$ cat src/rtl/snp_pkg.sv
package snp_pkg;
  typedef enum logic [1:0] {
    LN_INV = 2'b00,
    LN_SHR = 2'b01,
    LN_MOD = 2'b10
  } line_st_e;

  typedef enum logic [1:0] {
    BUS_RD  = 2'b00,
    BUS_RDX = 2'b01,
    BUS_UPG = 2'b10,
    BUS_WB  = 2'b11
  } bus_cmd_e;

  typedef enum logic [1:0] {
    CT_IDLE,
    CT_WB,
    CT_MISS,
    CT_UPG
  } ctl_st_e;
endpackage

$ cat src/rtl/snp_arbiter.sv
module snp_arbiter #(
  parameter int N = 2
) (
  input  logic         clk_i,
  input  logic         rst_ni,
  input  logic [N-1:0] req_i,
  output logic [N-1:0] gnt_o
);
  always_comb begin
    gnt_o = '0;
    for (int i = N - 1; i >= 0; i--) begin
      if (req_i[i]) begin
        gnt_o    = '0;
        gnt_o[i] = 1'b1;
      end
    end
  end

  AST_GNT_ONEHOT: assert property (@(posedge clk_i) disable iff (!rst_ni)
    $onehot0(gnt_o)) else $error("grant not onehot");
  AST_GNT_HAS_REQ: assert property (@(posedge clk_i) disable iff (!rst_ni)
    (gnt_o & ~req_i) == '0) else $error("grant without request");
  AST_GNT_PRIO0: assert property (@(posedge clk_i) disable iff (!rst_ni)
    req_i[0] |-> gnt_o[0]) else $error("priority violated");
endmodule

$ cat src/rtl/snp_memory.sv
module snp_memory #(
  parameter int AW = 4,
  parameter int DW = 8
) (
  input  logic          clk_i,
  input  logic          rst_ni,
  input  logic          wr_en_i,
  input  logic [AW-1:0] wr_addr_i,
  input  logic [DW-1:0] wr_data_i,
  input  logic [AW-1:0] rd_addr_i,
  output logic [DW-1:0] rd_data_o
);
  localparam int DEPTH = 1 << AW;

  logic [DW-1:0] mem_q [DEPTH];

  always_ff @(posedge clk_i or negedge rst_ni) begin
    if (!rst_ni) begin
      for (int i = 0; i < DEPTH; i++) mem_q[i] <= DW'(i * 7 + 3);
    end else if (wr_en_i) begin
      mem_q[wr_addr_i] <= wr_data_i;
    end
  end

  assign rd_data_o = mem_q[rd_addr_i];
endmodule

$ cat src/rtl/snp_cache_ctl.sv
module snp_cache_ctl
  import snp_pkg::*;
#(
  parameter int AW    = 4,
  parameter int DW    = 8,
  parameter int LINES = 4
) (
  input  logic          clk_i,
  input  logic          rst_ni,
  input  logic          core_req_i,
  input  logic          core_we_i,
  input  logic [AW-1:0] core_addr_i,
  input  logic [DW-1:0] core_wdata_i,
  output logic [DW-1:0] core_rdata_o,
  output logic          core_done_o,
  output logic          bus_req_o,
  output bus_cmd_e      bus_cmd_o,
  output logic [AW-1:0] bus_addr_o,
  output logic [DW-1:0] bus_wdata_o,
  input  logic          bus_gnt_i,
  input  logic [DW-1:0] bus_rdata_i,
  input  logic          snp_valid_i,
  input  bus_cmd_e      snp_cmd_i,
  input  logic [AW-1:0] snp_addr_i,
  output logic          snp_flush_o,
  output logic [DW-1:0] snp_data_o
);
  localparam int IDXW = $clog2(LINES);
  localparam int TAGW = AW - IDXW;

  line_st_e        st_q   [LINES];
  logic [TAGW-1:0] tag_q  [LINES];
  logic [DW-1:0]   data_q [LINES];
  ctl_st_e         state_q;
  logic            done_q;
  logic [DW-1:0]   rdata_q;

  logic [IDXW-1:0] req_idx, snp_idx;
  logic [TAGW-1:0] req_tag, snp_tag;
  logic            hit, snp_hit, snp_near, accept;

  assign req_idx = core_addr_i[IDXW-1:0];
  assign req_tag = core_addr_i[AW-1:IDXW];
  assign snp_idx = snp_addr_i[IDXW-1:0];
  assign snp_tag = snp_addr_i[AW-1:IDXW];

  assign hit      = (st_q[req_idx] != LN_INV) && (tag_q[req_idx] == req_tag);
  assign snp_hit  = snp_valid_i && (st_q[snp_idx] != LN_INV) && (tag_q[snp_idx] == snp_tag);
  assign snp_near = snp_valid_i && (snp_idx == req_idx);
  // snoop traffic on the same set wins over a local access this cycle
  assign accept   = (state_q == CT_IDLE) && core_req_i && !done_q && !snp_near;

  assign snp_flush_o = snp_hit && (st_q[snp_idx] == LN_MOD) &&
                       ((snp_cmd_i == BUS_RD) || (snp_cmd_i == BUS_RDX));
  assign snp_data_o  = data_q[snp_idx];

  assign bus_req_o   = (state_q != CT_IDLE);
  assign bus_wdata_o = data_q[req_idx];
  always_comb begin
    bus_addr_o = core_addr_i;
    unique case (state_q)
      CT_WB: begin
        bus_cmd_o  = BUS_WB;
        bus_addr_o = {tag_q[req_idx], req_idx};
      end
      CT_UPG:  bus_cmd_o = BUS_UPG;
      CT_MISS: bus_cmd_o = core_we_i ? BUS_RDX : BUS_RD;
      default: bus_cmd_o = BUS_RD;
    endcase
  end

  always_ff @(posedge clk_i or negedge rst_ni) begin
    if (!rst_ni) begin
      for (int i = 0; i < LINES; i++) begin
        st_q[i]   <= LN_INV;
        tag_q[i]  <= '0;
        data_q[i] <= '0;
      end
      state_q <= CT_IDLE;
      done_q  <= 1'b0;
      rdata_q <= '0;
    end else begin
      done_q <= 1'b0;
      if (snp_hit) begin
        if (snp_cmd_i == BUS_RD) begin
          if (st_q[snp_idx] == LN_MOD) st_q[snp_idx] <= LN_SHR;
        end else if (snp_cmd_i != BUS_WB) begin
          st_q[snp_idx] <= LN_INV;
        end
      end
      unique case (state_q)
        CT_IDLE: if (accept) begin
          if (hit && !core_we_i) begin
            rdata_q <= data_q[req_idx];
            done_q  <= 1'b1;
          end else if (hit && st_q[req_idx] == LN_MOD) begin
            data_q[req_idx] <= core_wdata_i;
            done_q          <= 1'b1;
          end else if (hit) begin
            state_q <= CT_UPG;
          end else if (st_q[req_idx] == LN_MOD) begin
            state_q <= CT_WB;
          end else begin
            state_q <= CT_MISS;
          end
        end
        CT_WB: begin
          if (bus_gnt_i) begin
            st_q[req_idx] <= LN_INV;
            state_q       <= CT_MISS;
          end else if (snp_near) begin
            state_q <= CT_IDLE;  // victim may have changed; re-evaluate
          end
        end
        CT_UPG: begin
          if (bus_gnt_i) begin
            st_q[req_idx]   <= LN_MOD;
            data_q[req_idx] <= core_wdata_i;
            done_q          <= 1'b1;
            state_q         <= CT_IDLE;
          end else if (snp_near) begin
            state_q <= CT_IDLE;
          end
        end
        CT_MISS: begin
          if (bus_gnt_i) begin
            tag_q[req_idx] <= req_tag;
            if (core_we_i) begin
              data_q[req_idx] <= core_wdata_i;
              st_q[req_idx]   <= LN_MOD;
            end else begin
              data_q[req_idx] <= bus_rdata_i;
              rdata_q         <= bus_rdata_i;
              st_q[req_idx]   <= LN_SHR;
            end
            done_q  <= 1'b1;
            state_q <= CT_IDLE;
          end
        end
        default: state_q <= CT_IDLE;
      endcase
    end
  end

  assign core_done_o  = done_q;
  assign core_rdata_o = rdata_q;

  AST_SNP_INVAL: assert property (@(posedge clk_i) disable iff (!rst_ni)
    (snp_hit && (snp_cmd_i == BUS_RDX || snp_cmd_i == BUS_UPG))
      |=> st_q[$past(snp_idx)] == LN_INV) else $error("copy kept after remote claim");
  AST_SNP_DOWNGRADE: assert property (@(posedge clk_i) disable iff (!rst_ni)
    (snp_flush_o && snp_cmd_i == BUS_RD)
      |=> st_q[$past(snp_idx)] == LN_SHR) else $error("owner not downgraded");
  AST_OWN_AFTER_CLAIM: assert property (@(posedge clk_i) disable iff (!rst_ni)
    (bus_gnt_i && (bus_cmd_o == BUS_RDX || bus_cmd_o == BUS_UPG))
      |=> st_q[$past(req_idx)] == LN_MOD) else $error("claim did not yield modified");
  AST_STORE_SILENT: assert property (@(posedge clk_i) disable iff (!rst_ni)
    (accept && core_we_i && hit && st_q[req_idx] == LN_MOD)
      |=> !bus_req_o) else $error("bus used for modified store");
  AST_DONE_PULSE: assert property (@(posedge clk_i) disable iff (!rst_ni)
    core_done_o |=> !core_done_o) else $error("done longer than a cycle");
endmodule

$ cat src/rtl/snp_coherent_cluster.sv
module snp_coherent_cluster
  import snp_pkg::*;
#(
  parameter int N_CORES = 2,
  parameter int AW      = 4,
  parameter int DW      = 8,
  parameter int LINES   = 4
) (
  input  logic                  clk_i,
  input  logic                  rst_ni,
  input  logic [N_CORES-1:0]    core_req_i,
  input  logic [N_CORES-1:0]    core_we_i,
  input  logic [N_CORES*AW-1:0] core_addr_i,
  input  logic [N_CORES*DW-1:0] core_wdata_i,
  output logic [N_CORES*DW-1:0] core_rdata_o,
  output logic [N_CORES-1:0]    core_done_o,
  output logic                  bus_valid_o,
  output logic [1:0]            bus_cmd_o,
  output logic [AW-1:0]         bus_addr_o
);
  logic [N_CORES-1:0] req, gnt, flush;
  bus_cmd_e           c_cmd   [N_CORES];
  logic [AW-1:0]      c_addr  [N_CORES];
  logic [DW-1:0]      c_wdata [N_CORES];
  logic [DW-1:0]      c_fdata [N_CORES];

  bus_cmd_e      bus_cmd;
  logic [AW-1:0] bus_addr;
  logic [DW-1:0] bus_wdata, flush_data, mem_rdata, bus_rdata;
  logic          bus_valid, flush_any, mem_we;
  logic [DW-1:0] mem_wdata;

  snp_arbiter #(.N(N_CORES)) u_arb (
    .clk_i (clk_i),
    .rst_ni(rst_ni),
    .req_i (req),
    .gnt_o (gnt)
  );

  always_comb begin
    bus_cmd   = BUS_RD;
    bus_addr  = '0;
    bus_wdata = '0;
    for (int i = 0; i < N_CORES; i++) begin
      if (gnt[i]) begin
        bus_cmd   = c_cmd[i];
        bus_addr  = c_addr[i];
        bus_wdata = c_wdata[i];
      end
    end
  end

  always_comb begin
    flush_data = '0;
    for (int i = 0; i < N_CORES; i++) begin
      if (flush[i]) flush_data = flush_data | c_fdata[i];
    end
  end

  assign bus_valid = |gnt;
  assign flush_any = |flush;
  assign bus_rdata = flush_any ? flush_data : mem_rdata;
  assign mem_we    = (bus_valid && bus_cmd == BUS_WB) || flush_any;
  assign mem_wdata = flush_any ? flush_data : bus_wdata;

  snp_memory #(.AW(AW), .DW(DW)) u_mem (
    .clk_i    (clk_i),
    .rst_ni   (rst_ni),
    .wr_en_i  (mem_we),
    .wr_addr_i(bus_addr),
    .wr_data_i(mem_wdata),
    .rd_addr_i(bus_addr),
    .rd_data_o(mem_rdata)
  );

  for (genvar g = 0; g < N_CORES; g++) begin : g_core
    snp_cache_ctl #(.AW(AW), .DW(DW), .LINES(LINES)) u_ctl (
      .clk_i       (clk_i),
      .rst_ni      (rst_ni),
      .core_req_i  (core_req_i[g]),
      .core_we_i   (core_we_i[g]),
      .core_addr_i (core_addr_i[g*AW +: AW]),
      .core_wdata_i(core_wdata_i[g*DW +: DW]),
      .core_rdata_o(core_rdata_o[g*DW +: DW]),
      .core_done_o (core_done_o[g]),
      .bus_req_o   (req[g]),
      .bus_cmd_o   (c_cmd[g]),
      .bus_addr_o  (c_addr[g]),
      .bus_wdata_o (c_wdata[g]),
      .bus_gnt_i   (gnt[g]),
      .bus_rdata_i (bus_rdata),
      .snp_valid_i (bus_valid && !gnt[g]),
      .snp_cmd_i   (bus_cmd),
      .snp_addr_i  (bus_addr),
      .snp_flush_o (flush[g]),
      .snp_data_o  (c_fdata[g])
    );
  end

  assign bus_valid_o = bus_valid;
  assign bus_cmd_o   = bus_cmd;
  assign bus_addr_o  = bus_addr;

  AST_ONE_OWNER: assert property (@(posedge clk_i) disable iff (!rst_ni)
    $countones(flush) <= 1) else $error("two owners flushed");
  AST_FLUSH_ON_BUS: assert property (@(posedge clk_i) disable iff (!rst_ni)
    flush_any |-> bus_valid && (bus_cmd == BUS_RD || bus_cmd == BUS_RDX)) else $error("flush without read");
  AST_WB_UNSHARED: assert property (@(posedge clk_i) disable iff (!rst_ni)
    (bus_valid && bus_cmd == BUS_WB) |-> !flush_any) else $error("write-back while another owns");
endmodule

$ cat config.mk
export PLATFORM = sky130hd
export DESIGN_NAME = snp_coherent_cluster
export DESIGN_NICKNAME = d
export VERILOG_FILES = /design/src/rtl/snp_pkg.sv /design/src/rtl/snp_arbiter.sv /design/src/rtl/snp_memory.sv /design/src/rtl/snp_cache_ctl.sv /design/src/rtl/snp_coherent_cluster.sv
export SDC_FILE = /design/constraint.sdc
export NUM_CORES = 1
export LEC_CHECK = 0
export BUFFER_PORTS_ARGS = -buffer_cell sky130_fd_sc_hd__buf_2
export CAP_MARGIN = 20
export CORE_MARGIN = 5
export CORE_UTILIZATION = 46
export DETAILED_ROUTE_END_ITERATION = 16
export HOLD_SLACK_MARGIN = 0.08
export SLEW_MARGIN = 20
export SYNTH_ARGS = -nofsm -noshare
export SYNTH_HDL_FRONTEND = slang
export SYNTH_SLANG_ARGS = --single-unit
$ cat constraint.sdc
create_clock -name clk_i -period 4.6 [get_ports clk_i]
set_input_delay 1.38 -clock clk_i [delete_from_list [all_inputs] [get_ports clk_i]]
set_output_delay 1.38 -clock clk_i [all_outputs]
set_load 0.01 [all_outputs]
==> flow_summary.json, run 1 <==
{
  "status": "completed",
  "hpwl_mm": 25.50,
  "p_leak_nw": 6.579,
  "cts_hold_buf": 0,
  "syn_area_per_cell_um2": 11.81,
  "num-nets-final": 1253,
  "tritoncts": "done",
  "antenna_left": 0,
  "cts_made_buffers": 29,
  "synth_cell_types": 62,
  "final_hold_viol_count": 0,
  "cp.required_ps": 3220,
  "finClkSkew_ps": 20.14,
  "drv_slew": 0,
  "worst-setup-path-type": "in -> out",
  "overflow": 0,
  "synth-seq-cells": 246,
  "worst_pin_slew_ps": 1021,
  "synth_ff_type": "dfrtp_1",
  "io_buffers": 54,
  "rows": 63,
  "synth-seq-area-share": 0.4580,
  "via_per_inst": 6.128,
  "yosys.area_share.simple": 0.09827,
  "synthXorXnorAreaFrac": 0.003868,
  "tns_ps": 0,
  "clockRootBuffer": "clkbuf_16",
  "grt_pass1_vias": 10170,
  "pre_cts_ws_ps": 27.81,
  "setup-violations-final": 0,
  "slew_headroom": 0.3168,
  "post_drt_wl_per_cell_um": 22.94,
  "synth_top_family_by_area": "multiplexers",
  "ys.warnings.count": 0,
  "numPlacedInstances": 1581,
  "synthCells": 1150,
  "drive_gt1_frac": 0.3598,
  "clkLatencyLatePin_ps": 560,
  "initial_core_util": 0.4621,
  "critPathMostFrequentCell": "buf_2",
  "grt_max_degree": 106,
  "track_usage": 0.2254,
  "end_kind": "output pin",
  "htreeDepth": 1,
  "synth.mux.area_fraction": 0.2720,
  "crit_chain": "buf_2, mux4_2, nand2_1, a32oi_1, buf_4, buf_2",
  "peakVddDrop_uv": 380.1,
  "place_congestion": 0.9034,
  "synthAdderAreaFrac": 0.0009210,
  "drt_pre_antenna_iters": 6,
  "holdWs_ps": 480.0,
  "placeableCoreArea_um2": 29400,
  "grt_pass1_wl_mm": 59.72,
  "antenna_found_initial": 0,
  "critPathArrivalTime_ps": 2890,
  "crit_path_top_delay_cell": "a32oi_1",
  "synth_enable_flop_cells": 0,
  "first_iter_violations": 891,
  "fmax_mhz": 234.4,
  "fin_crit_sh": 0.9273,
  "drt-total-wl_mm": 37.50,
  "slowest_delay_ps": 420,
  "clockBufferDepth": 3,
  "postCtsSetupBuffers": 0,
  "layout_setup_ws_ps": 334.3,
  "cts_sinks": 246,
  "drc_errors": 0,
  "synth_area_um2": 13590,
  "fp.dieArea_um2": 33070,
  "die_x_um": 181.9,
  "period_minus_slack_ps": 4266,
  "rsz0062_at_grt": "false",
  "cts_resized": 0,
  "area_delta_synth_final_pct": 15.23,
  "maxCapViolCount": 0,
  "hold_class": "reg -> reg",
  "start_kind": "input port",
  "synth_compound_area_frac": 0.1362,
  "power_density_nw_per_um2": 817.3,
  "ios": 55,
  "cp_max_fo": 17,
  "syn_nets": 1181,
  "fin_cells": 1635,
  "ys_async_sr_fraction": 1.000,
  "via_count": 10020,
  "clk_pin_slew_ps": 60,
  "antenna_cells": 0,
  "die_h_um": 181.9
}
## cells in the mapped netlist, types with 3 or more instances
master,number,share of area
dfrtp_1,193,0.36
a21oi_1,105,0.039
nand2_1,79,0.022
mux2_2,65,0.054
o21ai_0,63,0.023
mux4_2,60,0.099
nor2_1,55,0.015
dfstp_2,53,0.10
mux2i_1,53,0.039
clkbuf_1,50,0.014
mux2_4,48,0.053
mux2_1,32,0.027
a22oi_1,24,0.013
a221oi_1,21,0.014
buf_1,20,0.0055
nand2b_1,19,0.0087
and2_1,15,0.0069
or2_2,14,0.0064
a31oi_1,13,0.0060
nor3_1,12,0.0044
inv_1,11,0.0030
nor2b_1,11,0.0051
nor3_4,11,0.013
a22o_1,10,0.0064
buf_2,10,0.0037
o21a_1,10,0.0055
a21o_1,8,0.0044
nand3_1,7,0.0026
o22ai_1,7,0.0032
nor3_2,6,0.0044
o221ai_1,6,0.0039
or3_1,6,0.0028
a211oi_1,5,0.0028
buf_4,4,0.0022
o21ai_2,4,0.0026
xnor2_1,4,0.0026
inv_2,3,0.00083
o31a_1,3,0.0019
## critical path: cells and delay by family
| family | cells | cell delay, ps |
|---|---|---|
| simple gates | 1 | 60 |
| compound gates | 1 | 420 |
| mux | 1 | 360 |
| buf+inv | 3 | 660 |
## registers in the layout, summed over array words and instances, names as in the netlist
register and count:
u_mem.mem_q 128, g_core.u_ctl.data_q 64, g_core.u_ctl.core_rdata_o 16, g_core.u_ctl.st_q 16, g_core.u_ctl.tag_q 16, g_core.u_ctl.state_q 4
g_core.u_ctl.core_done_o 2
## layer usage
layer	GRT usage	wire length, um	vias up
met5	0	0	-
met4	0.05674	846	0
met3	0.02865	2192	67
met2	0.3532	17480	362
met1	0.3349	16980	5142
li1	-	-	4448
## final timing paths
kind	start	endpoint	slack, ps	depth (start not counted)
setup reg to reg	g_core[0].u_ctl.state_q[0]$_DFFE_PN0P_	u_mem.mem_q[86]$_DFFE_PN0P_	640	11
max in group asynchronous	rst_ni	u_mem.mem_q[49]$_DFFE_PN1P_	2770	2
hold / removal	u_mem.mem_q[67]$_DFFE_PN0P_	u_mem.mem_q[67]$_DFFE_PN0P_	480	1
hold reg to reg	u_mem.mem_q[67]$_DFFE_PN0P_	u_mem.mem_q[67]$_DFFE_PN0P_	480	1
min in group asynchronous	rst_ni	g_core[0].u_ctl.tag_q[2]$_DFFE_PN0P_	870	1
setup / recovery	core_addr_i[0]	bus_addr_o[2]	330	6
## through the flow
step           area (um^2)  total power, W  utilization
2_1_floorplan        13590        0.008128            -
3_3_place_gp         14610         0.01021       0.4970
3_5_place_dp         14610         0.01029       0.4970
4_1_cts              15660         0.01283       0.5324
5_1_grt              15660         0.01358       0.5324
6_report             15660         0.01280       0.5324
## power breakdown
group | switching [W] | internal, W | total [W] | leakage (nW)
Combinational | 0.00388 | 0.00271 | 0.00659 | 3.05
Clock | 0.000943 | 0.00155 | 0.00249 | 0.508
Sequential | 0.000572 | 0.00314 | 0.00371 | 3.02
## cell families after synthesis
group / count (synthesis)
simple gates: 245
flops: 246
mux: 258
compound gates: 294
fa+ha+maj: 1
xor+xnor: 6
buf+inv: 100
## placed cells by master (no fill, tap or decap), types with 21 or more instances in the layout
cell / count
a21oi_1: 105
a221oi_1: 21
a22oi_1: 24
buf_2: 53
buf_4: 67
clkbuf_16: 29
dfrtp_1: 193
dfstp_2: 53
mux2_1: 32
mux2_2: 65
mux2_4: 48
mux2i_1: 53
mux4_2: 60
nand2_1: 79
nor2_1: 55
o21ai_0: 59
## area by class of cell
class	instances	area, um^2
Clock inverter	14	206.4
Multi-Input combinational cell	804	6945
Sequential cell	246	6222
Tap cell	390	488.0
Inverter	14	52.55
Clock buffer	40	837.1
Fill cell	2518	13750
Timing Repair Buffer	127	903.4
No activity file was read; power rests on OpenSTA's default activity.
==> inputs of run 2 (changes only) <==
--- a/config.mk
+++ b/config.mk
@@ -7,10 +7,12 @@
 export LEC_CHECK = 0
 export BUFFER_PORTS_ARGS = -buffer_cell sky130_fd_sc_hd__buf_2
 export CAP_MARGIN = 20
+export CORE_ASPECT_RATIO = 0.6
 export CORE_MARGIN = 5
 export CORE_UTILIZATION = 46
 export DETAILED_ROUTE_END_ITERATION = 16
 export HOLD_SLACK_MARGIN = 0.08
+export RECOVER_POWER = 50
 export SLEW_MARGIN = 20
 export SYNTH_ARGS = -nofsm -noshare
 export SYNTH_HDL_FRONTEND = slang
==> run 2 against run 1 <==
Clock-buffer cell count did not move. Non-clock buffer count grew 17. Global-route usage up 3.1 points. Largest power group unchanged. Die area grew 0.34%. Routed wire length is 13% higher. Combinational power up 10%. Cell count rose by 1.0%. Largest cell class unchanged. First-iteration DRC count up 17%. Highest routed layer is now met5. The run now ends with capacitance limit, slew limit left. Flip-flop and latch count is the same.
==> flow_summary.json, run 2 (synthesis gave the netlist of run 1 again) <==
{
  "tritoncts": "done",
  "critPathLaunch": "core_addr_i[4]",
  "fp.dieArea_um2": 33180,
  "initial_core_util": 0.4693,
  "cp.required_ps": 3220,
  "period_minus_slack_ps": 4322,
  "antenna_left": 0,
  "finalInstanceArea_um2": 15590,
  "drt_pre_antenna_iters": 5,
  "crit_path_top_delay_cell": "mux4_2",
  "cts_resized": 0,
  "rr_startpoint": "g_core[0].u_ctl.state_q[0]$_DFFE_PN0P_",
  "via_per_inst": 6.245,
  "clk_pin_slew_ps": 60,
  "drt-total-wl_mm": 42.48,
  "area_delta_synth_final_pct": 14.74,
  "cp_max_fo": 17,
  "fmax_mhz": 231.4,
  "use_met2": 0.3069,
  "rows": 48,
  "grt_pass1_vias": 9841,
  "finClkSkew_ps": 16.79,
  "drc_errors": 0,
  "final_hold_viol_count": 0,
  "r2r_end": "g_core[0].u_ctl.data_q[24]$_DFFE_PN0P_",
  "htreeDepth": 1,
  "slowest_delay_ps": 570,
  "place_area_um2": 14880,
  "postCtsSetupBuffers": 0,
  "fin_crit_sh": 0.9395,
  "grt_pass1_wl_mm": 64.59,
  "power_w": 0.01300,
  "violations": "capacitance limit, slew limit",
  "top_regs": "u_mem.mem_q x128, g_core.u_ctl.data_q x64",
  "post_drt_wl_per_cell_um": 25.71,
  "grt_use_met1": 0.4295,
  "rr_worst_depth": 12,
  "die_h_um": 143.1,
  "ios": 55,
  "start_kind": "input port",
  "grt_util_met3": 0.1031,
  "final_cell_mix": "dfrtp_1, a21oi_1, nand2_1",
  "track_usage": 0.2566,
  "overflow": 0,
  "cts_made_buffers": 24,
  "io_buffers": 54,
  "drive_gt1_frac": 0.3538,
  "end_kind": "output pin",
  "antenna_found_initial": 0,
  "first_iter_violations": 1044,
  "rsz0062_at_grt": "false",
  "num-nets-final": 1265,
  "hpwl_mm": 29.97,
  "place_congestion": 0.9414,
  "power_density_nw_per_um2": 834.3,
  "reg2reg_slack_ps": 640,
  "die_x_um": 231.9,
  "final_common_cell": "dfrtp_1",
  "maxCapViolCount": 1,
  "placeableCoreArea_um2": 28950,
  "critPathCapture": "bus_addr_o[2]",
  "grt-busiest-layer": "met1",
  "critPathArrivalTime_ps": 2940,
  "clockBufferDepth": 3,
  "setup-violations-final": 0,
  "cts_hold_buf": 0,
  "crit_chain": "clkbuf_1, mux4_2, nand2_1, a32oi_1, buf_4, buf_2",
  "clkLatencyLatePin_ps": 550,
  "peakVddDrop_uv": 436.9,
  "top_register": "u_mem.mem_q",
  "worst_pin_slew_ps": 2573,
  "hold_class": "reg -> reg",
  "grt_max_degree": 102,
  "cts_sinks": 246,
  "slew_headroom": -0.7155,
  "worst-setup-path-type": "in -> out",
  "via_count": 10320,
  "holdWs_ps": 482.6,
  "status": "complete, but fails checks",
  "p_leak_nw": 6.532,
  "antenna_cells": 0,
  "largest_reg_flops": 128,
  "drv_slew": 101,
  "clockRootBuffer": "clkbuf_16"
}
## run 2: changes by cell type in the layout (fill, tap and decap cells not counted), moves of 4 or more
| cell | change |
|---|---|
| clkbuf_1 | +12 |
| buf_12 | +9 |
| clkbuf_16 | -5 |
| bufinv_16 | -4 |
| clkbuf_8 | -4 |
## run 2: layer usage
| layer | vias to the layer above | part of all wire |
|---|---|---|
| met2 | 567 | 0.36 |
| met1 | 5246 | 0.49 |
| met3 | 45 | 0.13 |
| li1 | 4456 | - |
| met4 | 2 | 0.013 |
| met5 | - | 0.0013 |
## run 2: critical path: cells and delay by family
kind                   cells  cell delay [ps]
buffers and inverters      3              720
AND/OR/NAND/NOR            1              140
multiplexers               1              570
AO/OA/AOI/OAI              1              120
## run 2: power by group
part	switching, W	total [W]	internal, W
Sequential	0.000660	0.00380	0.00314
Combinational	0.00439	0.00727	0.00288
Clock	0.000858	0.00194	0.00108
Total	0.00590	0.0130	0.00710
## run 2: final cells by class
| type | instances | area [um^2] |
|---|---|---|
| Inverter | 14 | 52.55 |
| Fill cell | 2512 | 13360 |
| Multi-Input combinational cell | 804 | 6945 |
| Tap cell | 400 | 500.5 |
| Clock inverter | 4 | 56.30 |
| Clock buffer | 40 | 690.7 |
| Timing Repair Buffer | 144 | 1120 |
| Sequential cell | 246 | 6222 |
## run 2: how the worst min path moves through the flow
stage,startpoint,end,depth (start not counted)
floorplan,u_mem.mem_q[65]$_DFFE_PN0P_,u_mem.mem_q[65]$_DFFE_PN0P_,1
global placement,u_mem.mem_q[76]$_DFFE_PN0P_,u_mem.mem_q[76]$_DFFE_PN0P_,1
detailed placement,u_mem.mem_q[76]$_DFFE_PN0P_,u_mem.mem_q[76]$_DFFE_PN0P_,1
CTS,u_mem.mem_q[73]$_DFFE_PN0P_,u_mem.mem_q[73]$_DFFE_PN0P_,1
global route,u_mem.mem_q[76]$_DFFE_PN0P_,u_mem.mem_q[76]$_DFFE_PN0P_,1
finish,u_mem.mem_q[73]$_DFFE_PN0P_,u_mem.mem_q[73]$_DFFE_PN0P_,1
## run 2: through the flow
step / util / instances / setup TNS (ps) / setup slack, ps
3_3_place_gp: 0.5139 / 1608 / -177.7 / -15.65
5_1_grt: 0.5385 / 1652 / 0 / 168.8
6_report: 0.5385 / 1652 / 0 / 278.2
3_5_place_dp: 0.5139 / 1608 / -784.1 / -45.36
2_1_floorplan: - / 1150 / 0 / 280.0
4_1_cts: 0.5397 / 1652 / 0 / 368.9
==> inputs of run 3 (changes only) <==
--- a/config.mk
+++ b/config.mk
@@ -9,9 +9,10 @@
 export CAP_MARGIN = 20
 export CORE_ASPECT_RATIO = 0.6
 export CORE_MARGIN = 5
-export CORE_UTILIZATION = 46
+export CORE_UTILIZATION = 49
 export DETAILED_ROUTE_END_ITERATION = 16
 export HOLD_SLACK_MARGIN = 0.08
+export PLACE_DENSITY = 0.66
 export RECOVER_POWER = 50
 export SLEW_MARGIN = 20
 export SYNTH_ARGS = -nofsm -noshare
==> run 3 against run 2 <==
The flow still finishes with violations (capacitance limit, slew limit). Sequential power down 2%. Register-to-register slack worse by 210 ps. First-iteration DRC count up 2.0%. Worst setup slack worse by 120 ps. Clock-buffer cell count down 4. Clock skew down 2.2 ps. Worst hold slack better by 1.0 ps. Routed wire length down 12%. Via count down 2.6%. Non-clock buffer count down 17. Die area down 5.8%. Critical path type is now reg -> out. Critical endpoint unchanged. Largest cell class unchanged.
==> flow_summary.json, run 3 (synthesis gave the netlist of run 1 again) <==
{
  "power_density_nw_per_um2": 804.6,
  "post_drt_wl_per_cell_um": 23.37,
  "fp.dieArea_um2": 31270,
  "track_usage": 0.2387,
  "slowest_delay_ps": 520,
  "placeableCoreArea_um2": 27460,
  "final_hold_viol_count": 0,
  "die_x_um": 225.0,
  "violations": "capacitance limit, slew limit",
  "met3_length_mm": 3.182,
  "top_layer": "met4",
  "clockRootBuffer": "clkbuf_16",
  "overflow": 0,
  "cts_resized": 0,
  "final_cell_mix": "dfrtp_1, a21oi_1, nand2_1",
  "grt_pass1_vias": 10000,
  "clk_pin_slew_ps": 70,
  "antenna_found_initial": 0,
  "peakVddDrop_uv": 378.6,
  "status": "complete, but fails checks",
  "final_common_cell": "dfrtp_1",
  "initial_core_util": 0.4947,
  "via_per_inst": 6.264,
  "finClkSkew_ps": 14.62,
  "antenna_cells": 0,
  "clockBufferDepth": 3,
  "via_count": 10050,
  "io_buffers": 54,
  "largest_reg_flops": 128,
  "area_delta_synth_final_pct": 13.50,
  "ios": 55,
  "met1Wirelength_mm": 18.45,
  "start_kind": "register",
  "grt_pass1_wl_mm": 59.74,
  "worst_pin_slew_ps": 2503,
  "drc_errors": 0,
  "crit_path_top_delay_cell": "or2_2",
  "top_regs": "u_mem.mem_q x128, g_core.u_ctl.data_q x64",
  "fin_crit_sh": 0.9666,
  "drv_slew": 93,
  "tns_ps": 0,
  "period_minus_slack_ps": 4447,
  "clkLatencyLatePin_ps": 550,
  "cts_made_buffers": 25,
  "postCtsSetupBuffers": 0,
  "cts_hold_buf": 0,
  "first_iter_violations": 1065,
  "drive_gt1_frac": 0.3460,
  "slew_headroom": -0.6685,
  "num-nets-final": 1249,
  "htreeDepth": 1,
  "pre_cts_ws_ps": 69.56,
  "end_kind": "output pin",
  "drt-total-wl_mm": 37.49,
  "setup-violations-final": 0,
  "worst-setup-path-type": "reg -> out",
  "maxCapViolCount": 1,
  "top_register": "u_mem.mem_q",
  "place_congestion": 0.9402,
  "dr_wl_met2_mm": 15.26,
  "rsz0062_at_grt": "false",
  "hold_class": "reg -> reg",
  "fmax_mhz": 224.9,
  "cts_sinks": 246,
  "tritoncts": "done",
  "drt_pre_antenna_iters": 5,
  "die_h_um": 139.0,
  "crit_chain": "or2_2, inv_2, o21ai_1, a32oi_1, buf_4, buf_2",
  "cp_max_fo": 22,
  "rows": 47,
  "antenna_left": 0,
  "critPathArrivalTime_ps": 3070,
  "grt_max_degree": 94,
  "layout_setup_ws_ps": 153.5,
  "cp.required_ps": 3220,
  "hpwl_mm": 25.96,
  "p_leak_nw": 6.465
}
==> run 3: critical path, delay by kind of cell (launching register included) <==
kind | cells | cell delay, ps
AO/OA/AOI/OAI | 2 | 750
buffers and inverters | 3 | 850
flip-flops | 1 | 370
AND/OR/NAND/NOR | 1 | 520
==> run 3: report_power, final <==
group	switching (W)	internal, W	leakage (nW)
clock	0.000904	0.00107	0.381
combinational	0.00391	0.00280	3.07
sequential	0.000590	0.00314	3.02
total	0.00540	0.00701	6.47
==> run 3: cell type report <==
class / count / area, um^2
Tap cell: 367 / 459.2
Multi-Input combinational cell: 804 / 6945
Fill cell: 2321 / 12040
Clock inverter: 10 / 71.32
Clock buffer: 36 / 696.9
Inverter: 14 / 52.55
Timing Repair Buffer: 127 / 972.2
Sequential cell: 246 / 6222
==> run 3: final timing paths <==
| path | startpoint | to | slack [ps] | cells past startpoint |
|---|---|---|---|---|
| worst max-delay path | g_core[0].u_ctl.state_q[1]$_DFFE_PN0P_ | bus_addr_o[2] | 150 | 6 |
| worst min-delay path | u_mem.mem_q[93]$_DFFE_PN0P_ | u_mem.mem_q[93]$_DFFE_PN0P_ | 480 | 1 |
| worst max register to register | g_core[0].u_ctl.state_q[1]$_DFFE_PN0P_ | u_mem.mem_q[64]$_DFFE_PN0P_ | 430 | 11 |
| worst min register to register | u_mem.mem_q[93]$_DFFE_PN0P_ | u_mem.mem_q[93]$_DFFE_PN0P_ | 480 | 1 |
| max in group asynchronous | rst_ni | u_mem.mem_q[53]$_DFFE_PN0P_ | 810 | 2 |
| min in group asynchronous | rst_ni | g_core[0].u_ctl.tag_q[4]$_DFFE_PN0P_ | 1570 | 1 |
==> run 3: per-layer routing <==
layer  vias to the layer above  GRT usage
li1                       4427          -
met1                      5154     0.3927
met2                       411     0.3220
met3                        55    0.05775
met4                         0    0.04003
met5                         -          0
==> run 3: metrics by stage <==
| step | total power (W) | hold slack (ps) | util | instances | instance area, um^2 |
|---|---|---|---|---|---|
| 6_report | 0.01241 | 483.7 | 0.5615 | 1604 | 15420 |
| 2_1_floorplan | 0.008128 | 452.4 | - | 1150 | 13590 |
| 4_1_cts | 0.01239 | 488.8 | 0.5631 | 1604 | 15460 |
| 3_3_place_gp | 0.01024 | 462.5 | 0.5351 | 1558 | 14700 |
| 3_5_place_dp | 0.01037 | 473.4 | 0.5351 | 1558 | 14700 |
| 5_1_grt | 0.01313 | 495.2 | 0.5615 | 1604 | 15420 |
